==> config.mk <==
export PLATFORM = sky130hd
export DESIGN_NAME = oc_timer
export DESIGN_NICKNAME = d
export VERILOG_FILES = /design/src/rtl/oc_timer_pkg.sv /design/src/rtl/oc_free_counter.sv /design/src/rtl/oc_cmp_chan.sv /design/src/rtl/oc_pin_ctrl.sv /design/src/rtl/oc_timer.sv
export SDC_FILE = /design/constraint.sdc
export NUM_CORES = 1
export LEC_CHECK = 0
export BUFFER_PORTS_ARGS = -buffer_cell sky130_fd_sc_hd__buf_2
export CAP_MARGIN = 20
export CORE_ASPECT_RATIO = 1.5
export CORE_MARGIN = 2
export CORE_UTILIZATION = 60
export CTS_BUF_LIST = sky130_fd_sc_hd__clkbuf_8
export DETAILED_ROUTE_END_ITERATION = 8
export PLACE_DENSITY_LB_ADDON = 0.05
export SLEW_MARGIN = 30
export SYNTH_ARGS = -nofsm -noshare
export SYNTH_HDL_FRONTEND = slang
export SYNTH_SLANG_ARGS = --single-unit
==> constraint.sdc <==
create_clock -name clk_i -period 5.75 [get_ports clk_i]
set_input_delay 1.15 -clock clk_i [delete_from_list [all_inputs] [get_ports clk_i]]
set_output_delay 1.15 -clock clk_i [all_outputs]
set_load 0.05 [all_outputs]
==> src/rtl/oc_timer_pkg.sv <==
package oc_timer_pkg;
  localparam int CNT_W    = 16;
  localparam int NUM_CH   = 5;
  localparam int ADDR_W   = 5;
  localparam int BYTE_W   = 8;
  localparam int CMP_BYTES = 2 * NUM_CH;

  localparam int A_CNT_HI = CMP_BYTES;
  localparam int A_CNT_LO = CMP_BYTES + 1;
  localparam int A_MODE   = CMP_BYTES + 2;
  localparam int A_MASK   = CMP_BYTES + 3;
  localparam int A_DATA   = CMP_BYTES + 4;
  localparam int A_FLAG   = CMP_BYTES + 5;
  localparam int A_IEN    = CMP_BYTES + 6;

  typedef enum logic [1:0] {
    PIN_KEEP   = 2'b00,
    PIN_TOGGLE = 2'b01,
    PIN_LOW    = 2'b10,
    PIN_HIGH   = 2'b11
  } pin_act_e;
endpackage

==> src/rtl/oc_free_counter.sv <==
module oc_free_counter #(
  parameter int W = 16
) (
  input  logic         clk_i,
  input  logic         rst_ni,
  output logic [W-1:0] cnt_o
);
  logic [W-1:0] cnt_q;

  always_ff @(posedge clk_i or negedge rst_ni) begin
    if (!rst_ni) cnt_q <= '0;
    else         cnt_q <= cnt_q + W'(1);
  end

  assign cnt_o = cnt_q;
endmodule

==> src/rtl/oc_cmp_chan.sv <==
module oc_cmp_chan #(
  parameter int W  = 16,
  parameter int BW = 8
) (
  input  logic          clk_i,
  input  logic          rst_ni,
  input  logic          wr_hi_i,
  input  logic          wr_lo_i,
  input  logic [BW-1:0] wdata_i,
  input  logic [W-1:0]  cnt_i,
  output logic [W-1:0]  val_o,
  output logic          match_o
);
  logic [W-1:0] val_q;
  logic         hold_q;

  always_ff @(posedge clk_i or negedge rst_ni) begin
    if (!rst_ni) begin
      val_q  <= '1;
      hold_q <= 1'b0;
    end else begin
      if (wr_hi_i) val_q[W-1:W-BW] <= wdata_i;
      if (wr_lo_i) val_q[BW-1:0]   <= wdata_i;
      hold_q <= wr_hi_i;
    end
  end

  assign val_o   = val_q;
  assign match_o = (val_q == cnt_i) && !hold_q;

  // a high-byte write holds the channel off for the following cycle
  a_r9_hi_write_blocks: assert property (@(posedge clk_i) disable iff (!rst_ni)
    wr_hi_i |=> !match_o);
endmodule

==> src/rtl/oc_pin_ctrl.sv <==
module oc_pin_ctrl
  import oc_timer_pkg::*;
#(
  parameter int N = 5
) (
  input  logic             clk_i,
  input  logic             rst_ni,
  input  logic [N-1:0]     match_i,
  input  logic [2*N-3:0]   mode_i,
  input  logic [N-1:0]     mask_i,
  input  logic [N-1:0]     data_i,
  output logic [N-1:0]     pins_o
);
  logic [N-1:0] pins_q, pins_d;

  always_comb begin
    pins_d = pins_q;
    for (int k = 1; k < N; k++) begin
      if (match_i[k]) begin
        unique case (pin_act_e'(mode_i[2*(k-1) +: 2]))
          PIN_KEEP:   pins_d[k] = pins_q[k];
          PIN_TOGGLE: pins_d[k] = ~pins_q[k];
          PIN_LOW:    pins_d[k] = 1'b0;
          PIN_HIGH:   pins_d[k] = 1'b1;
          default:    pins_d[k] = pins_q[k];
        endcase
      end
    end
    // master channel applied last so it wins on shared pins
    if (match_i[0]) pins_d = (pins_d & ~mask_i) | (data_i & mask_i);
  end

  always_ff @(posedge clk_i or negedge rst_ni) begin
    if (!rst_ni) pins_q <= '0;
    else         pins_q <= pins_d;
  end

  assign pins_o = pins_q;

  a_r7_master_forces_pins: assert property (@(posedge clk_i) disable iff (!rst_ni)
    match_i[0] |=> ((pins_o & $past(mask_i)) == ($past(data_i) & $past(mask_i))));

  a_r5_pins_hold_when_idle: assert property (@(posedge clk_i) disable iff (!rst_ni)
    (match_i == '0) |=> $stable(pins_o));
endmodule

==> src/rtl/oc_timer.sv <==
module oc_timer
  import oc_timer_pkg::*;
(
  input  logic              clk_i,
  input  logic              rst_ni,
  input  logic [ADDR_W-1:0] addr_i,
  input  logic              wr_en_i,
  input  logic [BYTE_W-1:0] wdata_i,
  output logic [BYTE_W-1:0] rdata_o,
  output logic [NUM_CH-1:0] pins_o,
  output logic              irq_o
);
  localparam int MODE_W = 2 * (NUM_CH - 1);

  logic [CNT_W-1:0]  cnt;
  logic [CNT_W-1:0]  cmp_val [NUM_CH];
  logic [NUM_CH-1:0] match;
  logic [NUM_CH-1:0] wr_hi, wr_lo;
  logic [MODE_W-1:0] mode_q;
  logic [NUM_CH-1:0] mask_q, data_q, flags_q, ien_q;
  logic              flag_wr;

  oc_free_counter #(.W(CNT_W)) u_cnt (
    .clk_i (clk_i),
    .rst_ni(rst_ni),
    .cnt_o (cnt)
  );

  for (genvar k = 0; k < NUM_CH; k++) begin : g_ch
    assign wr_hi[k] = wr_en_i && (addr_i == ADDR_W'(2 * k));
    assign wr_lo[k] = wr_en_i && (addr_i == ADDR_W'(2 * k + 1));

    oc_cmp_chan #(.W(CNT_W), .BW(BYTE_W)) u_chan (
      .clk_i  (clk_i),
      .rst_ni (rst_ni),
      .wr_hi_i(wr_hi[k]),
      .wr_lo_i(wr_lo[k]),
      .wdata_i(wdata_i),
      .cnt_i  (cnt),
      .val_o  (cmp_val[k]),
      .match_o(match[k])
    );

    a_r3_match_sets_flag: assert property (@(posedge clk_i) disable iff (!rst_ni)
      match[k] |=> flags_q[k]);

    a_r3_flag_clear_needs_one: assert property (@(posedge clk_i) disable iff (!rst_ni)
      $fell(flags_q[k]) |-> $past(flag_wr && wdata_i[k]));
  end

  oc_pin_ctrl #(.N(NUM_CH)) u_pins (
    .clk_i  (clk_i),
    .rst_ni (rst_ni),
    .match_i(match),
    .mode_i (mode_q),
    .mask_i (mask_q),
    .data_i (data_q),
    .pins_o (pins_o)
  );

  assign flag_wr = wr_en_i && (addr_i == ADDR_W'(A_FLAG));

  always_ff @(posedge clk_i or negedge rst_ni) begin
    if (!rst_ni) begin
      mode_q  <= '0;
      mask_q  <= '0;
      data_q  <= '0;
      ien_q   <= '0;
      flags_q <= '0;
    end else begin
      if (wr_en_i && addr_i == ADDR_W'(A_MODE)) mode_q <= wdata_i[MODE_W-1:0];
      if (wr_en_i && addr_i == ADDR_W'(A_MASK)) mask_q <= wdata_i[NUM_CH-1:0];
      if (wr_en_i && addr_i == ADDR_W'(A_DATA)) data_q <= wdata_i[NUM_CH-1:0];
      if (wr_en_i && addr_i == ADDR_W'(A_IEN))  ien_q  <= wdata_i[NUM_CH-1:0];
      // set dominates a same-cycle clear
      flags_q <= (flags_q & ~(flag_wr ? wdata_i[NUM_CH-1:0] : '0)) | match;
    end
  end

  assign irq_o = |(flags_q & ien_q);

  always_comb begin
    rdata_o = '0;
    for (int k = 0; k < NUM_CH; k++) begin
      if (addr_i == ADDR_W'(2 * k))     rdata_o = cmp_val[k][CNT_W-1:CNT_W-BYTE_W];
      if (addr_i == ADDR_W'(2 * k + 1)) rdata_o = cmp_val[k][BYTE_W-1:0];
    end
    unique case (int'(addr_i))
      A_CNT_HI: rdata_o = cnt[CNT_W-1:CNT_W-BYTE_W];
      A_CNT_LO: rdata_o = cnt[BYTE_W-1:0];
      A_MODE:   rdata_o = BYTE_W'(mode_q);
      A_MASK:   rdata_o = BYTE_W'(mask_q);
      A_DATA:   rdata_o = BYTE_W'(data_q);
      A_FLAG:   rdata_o = BYTE_W'(flags_q);
      A_IEN:    rdata_o = BYTE_W'(ien_q);
      default:  ;
    endcase
  end

  a_r2_counter_wraps: assert property (@(posedge clk_i) disable iff (!rst_ni)
    (cnt == '1) |=> (cnt == '0));

  a_r4_irq_follows_flags: assert property (@(posedge clk_i) disable iff (!rst_ni)
    (match & ien_q & ~(flag_wr ? wdata_i[NUM_CH-1:0] : '0)) != '0 |=> irq_o || !$stable(ien_q));
endmodule

==> flow_metrics.py, run 1 <==
metrics = {
    "synth": {
        "synth_area_sq_um": 7669,
        "syn_inst": 673,
        "synth_warnings": 0,
        "yosys_register_bits": 134,
        "synth_seq_area_share_pct": 45.03,
        "ys.flop_type": "dfstp_2",
        "syn_nets": 690,
        "synthArstFlopShare_pct": 100.0,
        "syn_area_per_cell_sq_um": 11.39,
        "synth_cell_types": 68,
        "synth_edf_count": 0,
    },
    "drt": {
        "vias": 5725,
        "remaining_drc_errors": 0,
        "drtIter0Drc": 370,
        "drt-pass1-iter-count": 6,
        "vias_per_cell": 6.688,
        "wl_per_cell_um": 28.30,
        "finalWirelength_um": 24220,
        "ant_nets": 0,
    },
    "timing": {
        "fin_crit_ns": 4.624,
        "slew_headroom_pct": 48.46,
        "hold_violations": 0,
        "setup_viol_count_final": 0,
        "fmax_mhz": 216.3,
        "setup_tns_ns": 0,
        "fin_skew_ns": 0.01337,
        "drv_slew": 0,
        "worstMarginPinSlew_ns": 0.7731,
        "finalWorstSetupSlack_ns": 1.126,
        "grt_setup_unrepaired": "false",
        "post-route-period-util_pct": 80.41,
    },
    "critical_path": {
        "arrival_ns": 3.47,
        "crit_path_start_kind": "primary input",
        "critPathCaptureType": "output port",
        "required_ns": 4.60,
        "cp_max_fo": 25,
        "critPathKind": "primary input to output port",
    },
    "place": {
        "dp_slack_ns": 1.220,
        "place_congestion": 1.003,
        "io_buffers": 29,
        "dp.cells": 824,
        "dpl.hpwl_um": 17150,
    },
    "die": {
        "dieWidth_um": 96.31,
        "initial_core_util_pct": 61.29,
        "die_y_um": 142.5,
        "fp-row-count": 50,
        "dieArea_sq_um": 13720,
        "ios": 30,
        "coreArea_sq_um": 12510,
    },
    "global_routing": {
        "grt_pass1_vias": 6056,
        "grt_remaining_overflow": 0,
        "grt_pass1_wl_um": 36830,
        "track_usage_pct": 37.78,
        "grt_max_degree": 63,
        "antenna_found_initial": 0,
    },
    "cts": {
        "clock_path_buffers": 2,
        "cts_setup_buffers": 0,
        "clk_latency_ns": 0.45,
        "cts_buffers": 17,
        "cts.sinks": 134,
        "hold_buffers": 0,
        "clockRootBuffer": "clkbuf_8",
        "htree_levels": 4,
        "cts_resized": 0,
        "clkTransAtPathRegs_ns": 0.08,
        "tritoncts": "done",
    },
    "cells_and_area": {
        "layout_common_cells": "mux2_2 (107), dfstp_2 (80), xor2_1 (57), dfrtp_1 (54), nand2_1 (51)",
        "nets": 704,
        "drive_gt1_share_pct": 40.00,
        "diodes": 0,
        "areaGrowthSynthToFinish_pct": 7.228,
        "mostFrequentLayoutCell": "mux2_2",
        "fillers": 984,
        "instances_no_fill": 856,
    },
    "pwr": {
        "ir_drop_uv": 253.7,
        "powerDensity_nw_per_um2": 322.7,
        "power.leakage_nw": 3.548,
    },
    "outcome": {
        "status": "complete, no violations",
    },
    "worst_hold_path": {
        "hold_path.class": "flop to flop",
    },
    "flow_run": {
        "cap_violations": 0,
    },
}
cell type report:
type / count / area (sq um) / share of cell area, %
Clock buffer: 17 / 234.0 / 2.845
Sequential cell: 134 / 3453 / 42.00
Multi-Input combinational cell: 489 / 3931 / 47.81
Clock inverter: 15 / 171.4 / 2.085
Inverter: 8 / 30.03 / 0.3652
Timing Repair Buffer: 37 / 207.7 / 2.526
Tap cell: 156 / 195.2 / 2.374
worst max-delay path: stages:
cell       delay (ns)
buf_2            0.49
inv_1            0.25
nor3_2           0.56
a22oi_1          0.22
a2111oi_0        0.42
nor3_1           0.14
buf_2            0.24
cell families after synthesis:
family	count (synthesis)	synth area share, %
and+or+nand+nor	170	12.17
DFF	134	45.03
muxes	130	19.42
AOI/OAI and AO/OA	94	8.778
xor gates and xnor gates	94	10.74
buffers and inverters	50	3.704
adders and majority gates	1	0.1631
final timing paths:
| check | startpoint | endpoint | slack, ns | cells past startpoint |
|---|---|---|---|---|
| worst max-delay path | addr_i[2] | rdata_o[5] | 1.13 | 7 |
| worst min-delay path | flags_q[4] | flags_q[4] | 0.52 | 2 |
| worst max register to register | u_cnt.cnt_o[2] | u_pins.pins_o[4] | 3.13 | 6 |
| worst min register to register | flags_q[4] | flags_q[4] | 0.52 | 2 |
| max in group asynchronous | rst_ni | u_cnt.cnt_o[13] | 4.16 | 2 |
| min in group asynchronous | rst_ni | async pin | 0.55 | 1 |
report_power, final:
group	switching (mW)	internal [mW]	total [mW]
clock	0.420	0.397	0.817
sequential	0.181	1.18	1.36
combinational	0.248	0.230	0.478
sequential cells by signal (all words and copies together), names as in the netlist, named ones only:
| name | cells |
|---|---|
| u_pins.pins_o | 4 |
| ien_q | 5 |
| g_ch.u_chan.val_o | 80 |
| mask_q | 5 |
| g_ch.u_chan.hold_q | 5 |
| u_cnt.cnt_o | 16 |
| flags_q | 5 |
| data_q | 5 |
| mode_q | 8 |
per-stage QoR:
| step | power, mW | area (sq um) | hold slack, ns | utilization, % |
|---|---|---|---|---|
| 2_1_floorplan | 1.654 | 7669 | 0.4607 | - |
| 3_3_place_gp | 1.825 | 7818 | 0.4966 | 62.48 |
| 3_5_place_dp | 1.843 | 7818 | 0.4987 | 62.48 |
| 4_1_cts | 2.659 | 8223 | 0.5195 | 65.72 |
| 5_1_grt | 2.762 | 8223 | 0.5511 | 65.72 |
| 6_report | 2.653 | 8223 | 0.5210 | 65.72 |
cells in the mapped netlist, types with 6 or more instances:
library cell,count,share of area [%]
nor3_1,11,0.72
inv_1,8,0.39
and3_1,6,0.49
buf_6,8,1.2
nand4_1,9,0.73
xnor2_1,37,4.2
dfstp_2,80,27
dfrtp_1,54,18
o2bb2ai_1,6,0.69
nand2_1,51,2.5
mux2_2,107,16
mux2i_1,16,2.1
a21oi_1,10,0.65
xor2_1,57,6.5
nor2_1,22,1.1
nand3_1,18,1.2
a22oi_1,7,0.69
buf_2,17,1.1
o21ai_0,22,1.4
nor4_1,11,0.90
clkbuf_1,12,0.59
and2_1,6,0.49
routing by layer:
metal | up-vias | track usage [%] | wire (um)
li1 | 2459 | - | -
met1 | 2861 | 45.61 | 8976
met2 | 300 | 61.22 | 11760
met3 | 105 | 6.674 | 1629
met4 | 0 | 24.17 | 1857
met5 | - | 0 | 0
(Power assumes the default switching activity.)
==> inputs of run 2 (changes only) <==
clock period = 4.8 ns   (was 5.75 ns; I/O delays follow)
==> flow_metrics.py, run 2 (same netlist as run 1, synthesis figures left out) <==
metrics = {
    "place": {
        "io_buffers": 29,
        "dpl.hpwl_um": 17420,
        "place_congestion": 1.022,
    },
    "cts": {
        "htree_levels": 4,
        "clockRootBuffer": "clkbuf_8",
        "tritoncts": "done",
        "cts_buffers": 17,
        "cts.sinks": 134,
        "hold_buffers": 0,
        "cts_resized": 0,
        "clk_latency_ns": 0.45,
        "clock_path_buffers": 2,
        "cts_setup_buffers": 0,
        "clkTransAtPathRegs_ns": 0.08,
    },
    "pwr": {
        "p_sw_mw": 1.001,
        "ir_drop_uv": 241.8,
        "powerDensity_nw_per_um2": 383.7,
        "power.leakage_nw": 3.542,
        "intPower_mw": 2.153,
        "combPwrFrac_pct": 18.2,
        "clkPwrFrac_pct": 30.2,
        "swShare_pct": 31.73,
        "pwr-share-seq_pct": 51.6,
    },
    "timing": {
        "setup_viol_count_final": 0,
        "setup_tns_ns": 0,
        "post-route-period-util_pct": 87.55,
        "grt_setup_unrepaired": "false",
        "hold_violations": 0,
        "fin_skew_ns": 0.01139,
        "fmax_mhz": 238.0,
        "worstMarginPinSlew_ns": 0.7103,
        "whs_ns": 0.5313,
        "fin_crit_ns": 4.202,
        "drv_slew": 0,
        "slew_headroom_pct": 52.65,
    },
    "die": {
        "initial_core_util_pct": 61.29,
        "ios": 30,
        "coreArea_sq_um": 12510,
        "dieWidth_um": 96.31,
        "die_y_um": 142.5,
        "dieArea_sq_um": 13720,
        "fp-row-count": 50,
    },
    "drt": {
        "finalWirelength_um": 24480,
        "drtIter0Drc": 560,
        "remaining_drc_errors": 0,
        "drt-pass1-iter-count": 7,
        "ant_nets": 0,
        "vias": 5720,
        "vias_per_cell": 6.674,
        "wl_per_cell_um": 28.56,
    },
    "global_routing": {
        "grt_remaining_overflow": 0,
        "grt_pass1_wl_um": 36620,
        "antenna_found_initial": 0,
        "grt_pass1_vias": 6072,
        "grt_max_degree": 80,
        "track_usage_pct": 37.56,
    },
    "critical_path": {
        "required_ns": 3.84,
        "worstReg2RegStart": "u_cnt.cnt_o[11]",
        "rrSetupSlack_ns": 2.11,
        "critPathCaptureType": "output port",
        "critPathKind": "primary input to output port",
        "arrival_ns": 3.24,
        "cp_max_fo": 27,
        "r2r.worst_path.cells": 6,
        "crit_path_start_kind": "primary input",
        "r2r-end": "u_pins.pins_o[1]",
    },
    "cells_and_area": {
        "drive_gt1_share_pct": 39.94,
        "layout_common_cells": "mux2_2 (107), dfstp_2 (80), xor2_1 (57), dfrtp_1 (54), nand2_1 (51)",
        "nets": 705,
        "diodes": 0,
        "regArea_sq_um": 3453,
        "areaGrowthSynthToFinish_pct": 7.163,
        "multi_input_area_sq_um": 3931,
        "largest_reg_flops": 80,
        "fillers": 1006,
        "mostFrequentLayoutCell": "mux2_2",
    },
    "worst_hold_path": {
        "hold_path.class": "primary input to async pin",
    },
    "outcome": {
        "status": "complete, no violations",
    },
    "flow_run": {
        "cap_violations": 0,
    },
}
==> run 2: changes by cell type in the layout (fill, tap and decap cells not counted) <==
| cell | before | now |
|---|---|---|
| inv_8 | 2 | 0 |
| buf_6 | 0 | 1 |
| inv_1 | 9 | 10 |
| clkinvlp_4 | 2 | 4 |
| clkinv_2 | 0 | 1 |
| clkinv_4 | 4 | 2 |
==> run 2: worst max-delay path, stage by stage <==
cell and delay (ns):
buf_2 0.48, or3b_1 0.56, nor2_8 0.23, a21oi_1 0.10, a22oi_1 0.21, a2111oi_0 0.10
nor3_1 0.27, buf_2 0.31
==> run 2: per-stage QoR <==
step | instances | power (mW) | area, sq um | util, % | worst slack (ns)
after floorplan | 673 | 1.981 | 7669 | - | 0.7264
after global placement | 825 | 2.185 | 7825 | 62.54 | 0.6701
after detailed placement | 825 | 2.210 | 7825 | 62.54 | 0.6635
after CTS | 857 | 3.152 | 8214 | 65.65 | 0.6451
after global routing | 857 | 3.269 | 8218 | 65.68 | 0.4349
final | 857 | 3.154 | 8218 | 65.68 | 0.5977
==> run 2: per-layer routing <==
metal / wire length, um / vias to the layer above / part of all wire (%) / track usage [%]
li1: - / 2452 / - / -
met1: 9210 / 2897 / 38 / 45.62
met2: 12230 / 278 / 50 / 61.44
met3: 1499 / 93 / 6.1 / 6.727
met4: 1541 / 0 / 6.3 / 22.24
met5: 0 / - / 0 / 0
==> run 2: worst max-delay path by stage <==
| stage | to | start |
|---|---|---|
| after global routing | rdata_o[5] | addr_i[1] |
| final | rdata_o[5] | addr_i[1] |
| after global placement | rdata_o[0] | addr_i[1] |
| after floorplan | rdata_o[5] | addr_i[1] |
| after CTS | rdata_o[5] | addr_i[1] |
| after detailed placement | rdata_o[5] | addr_i[1] |
==> run 2: power groups by stage <==
stage	logic, mW	clock network, mW	registers [mW]
CTS	0.571	0.956	1.63
global placement	0.545	0	1.64
floorplan	0.438	0	1.54
detailed placement	0.567	0	1.64
global route	0.622	1.00	1.64
finish	0.574	0.952	1.63
==> run 2: layout make-up <==
class	instances	area share [%]
tap	156	2.375
sequential	134	42.02
inverter	8	0.3654
clock buffer	17	2.847
clock inverter	15	1.888
multi-input combinational	489	47.84
timing repair buffer	38	2.664
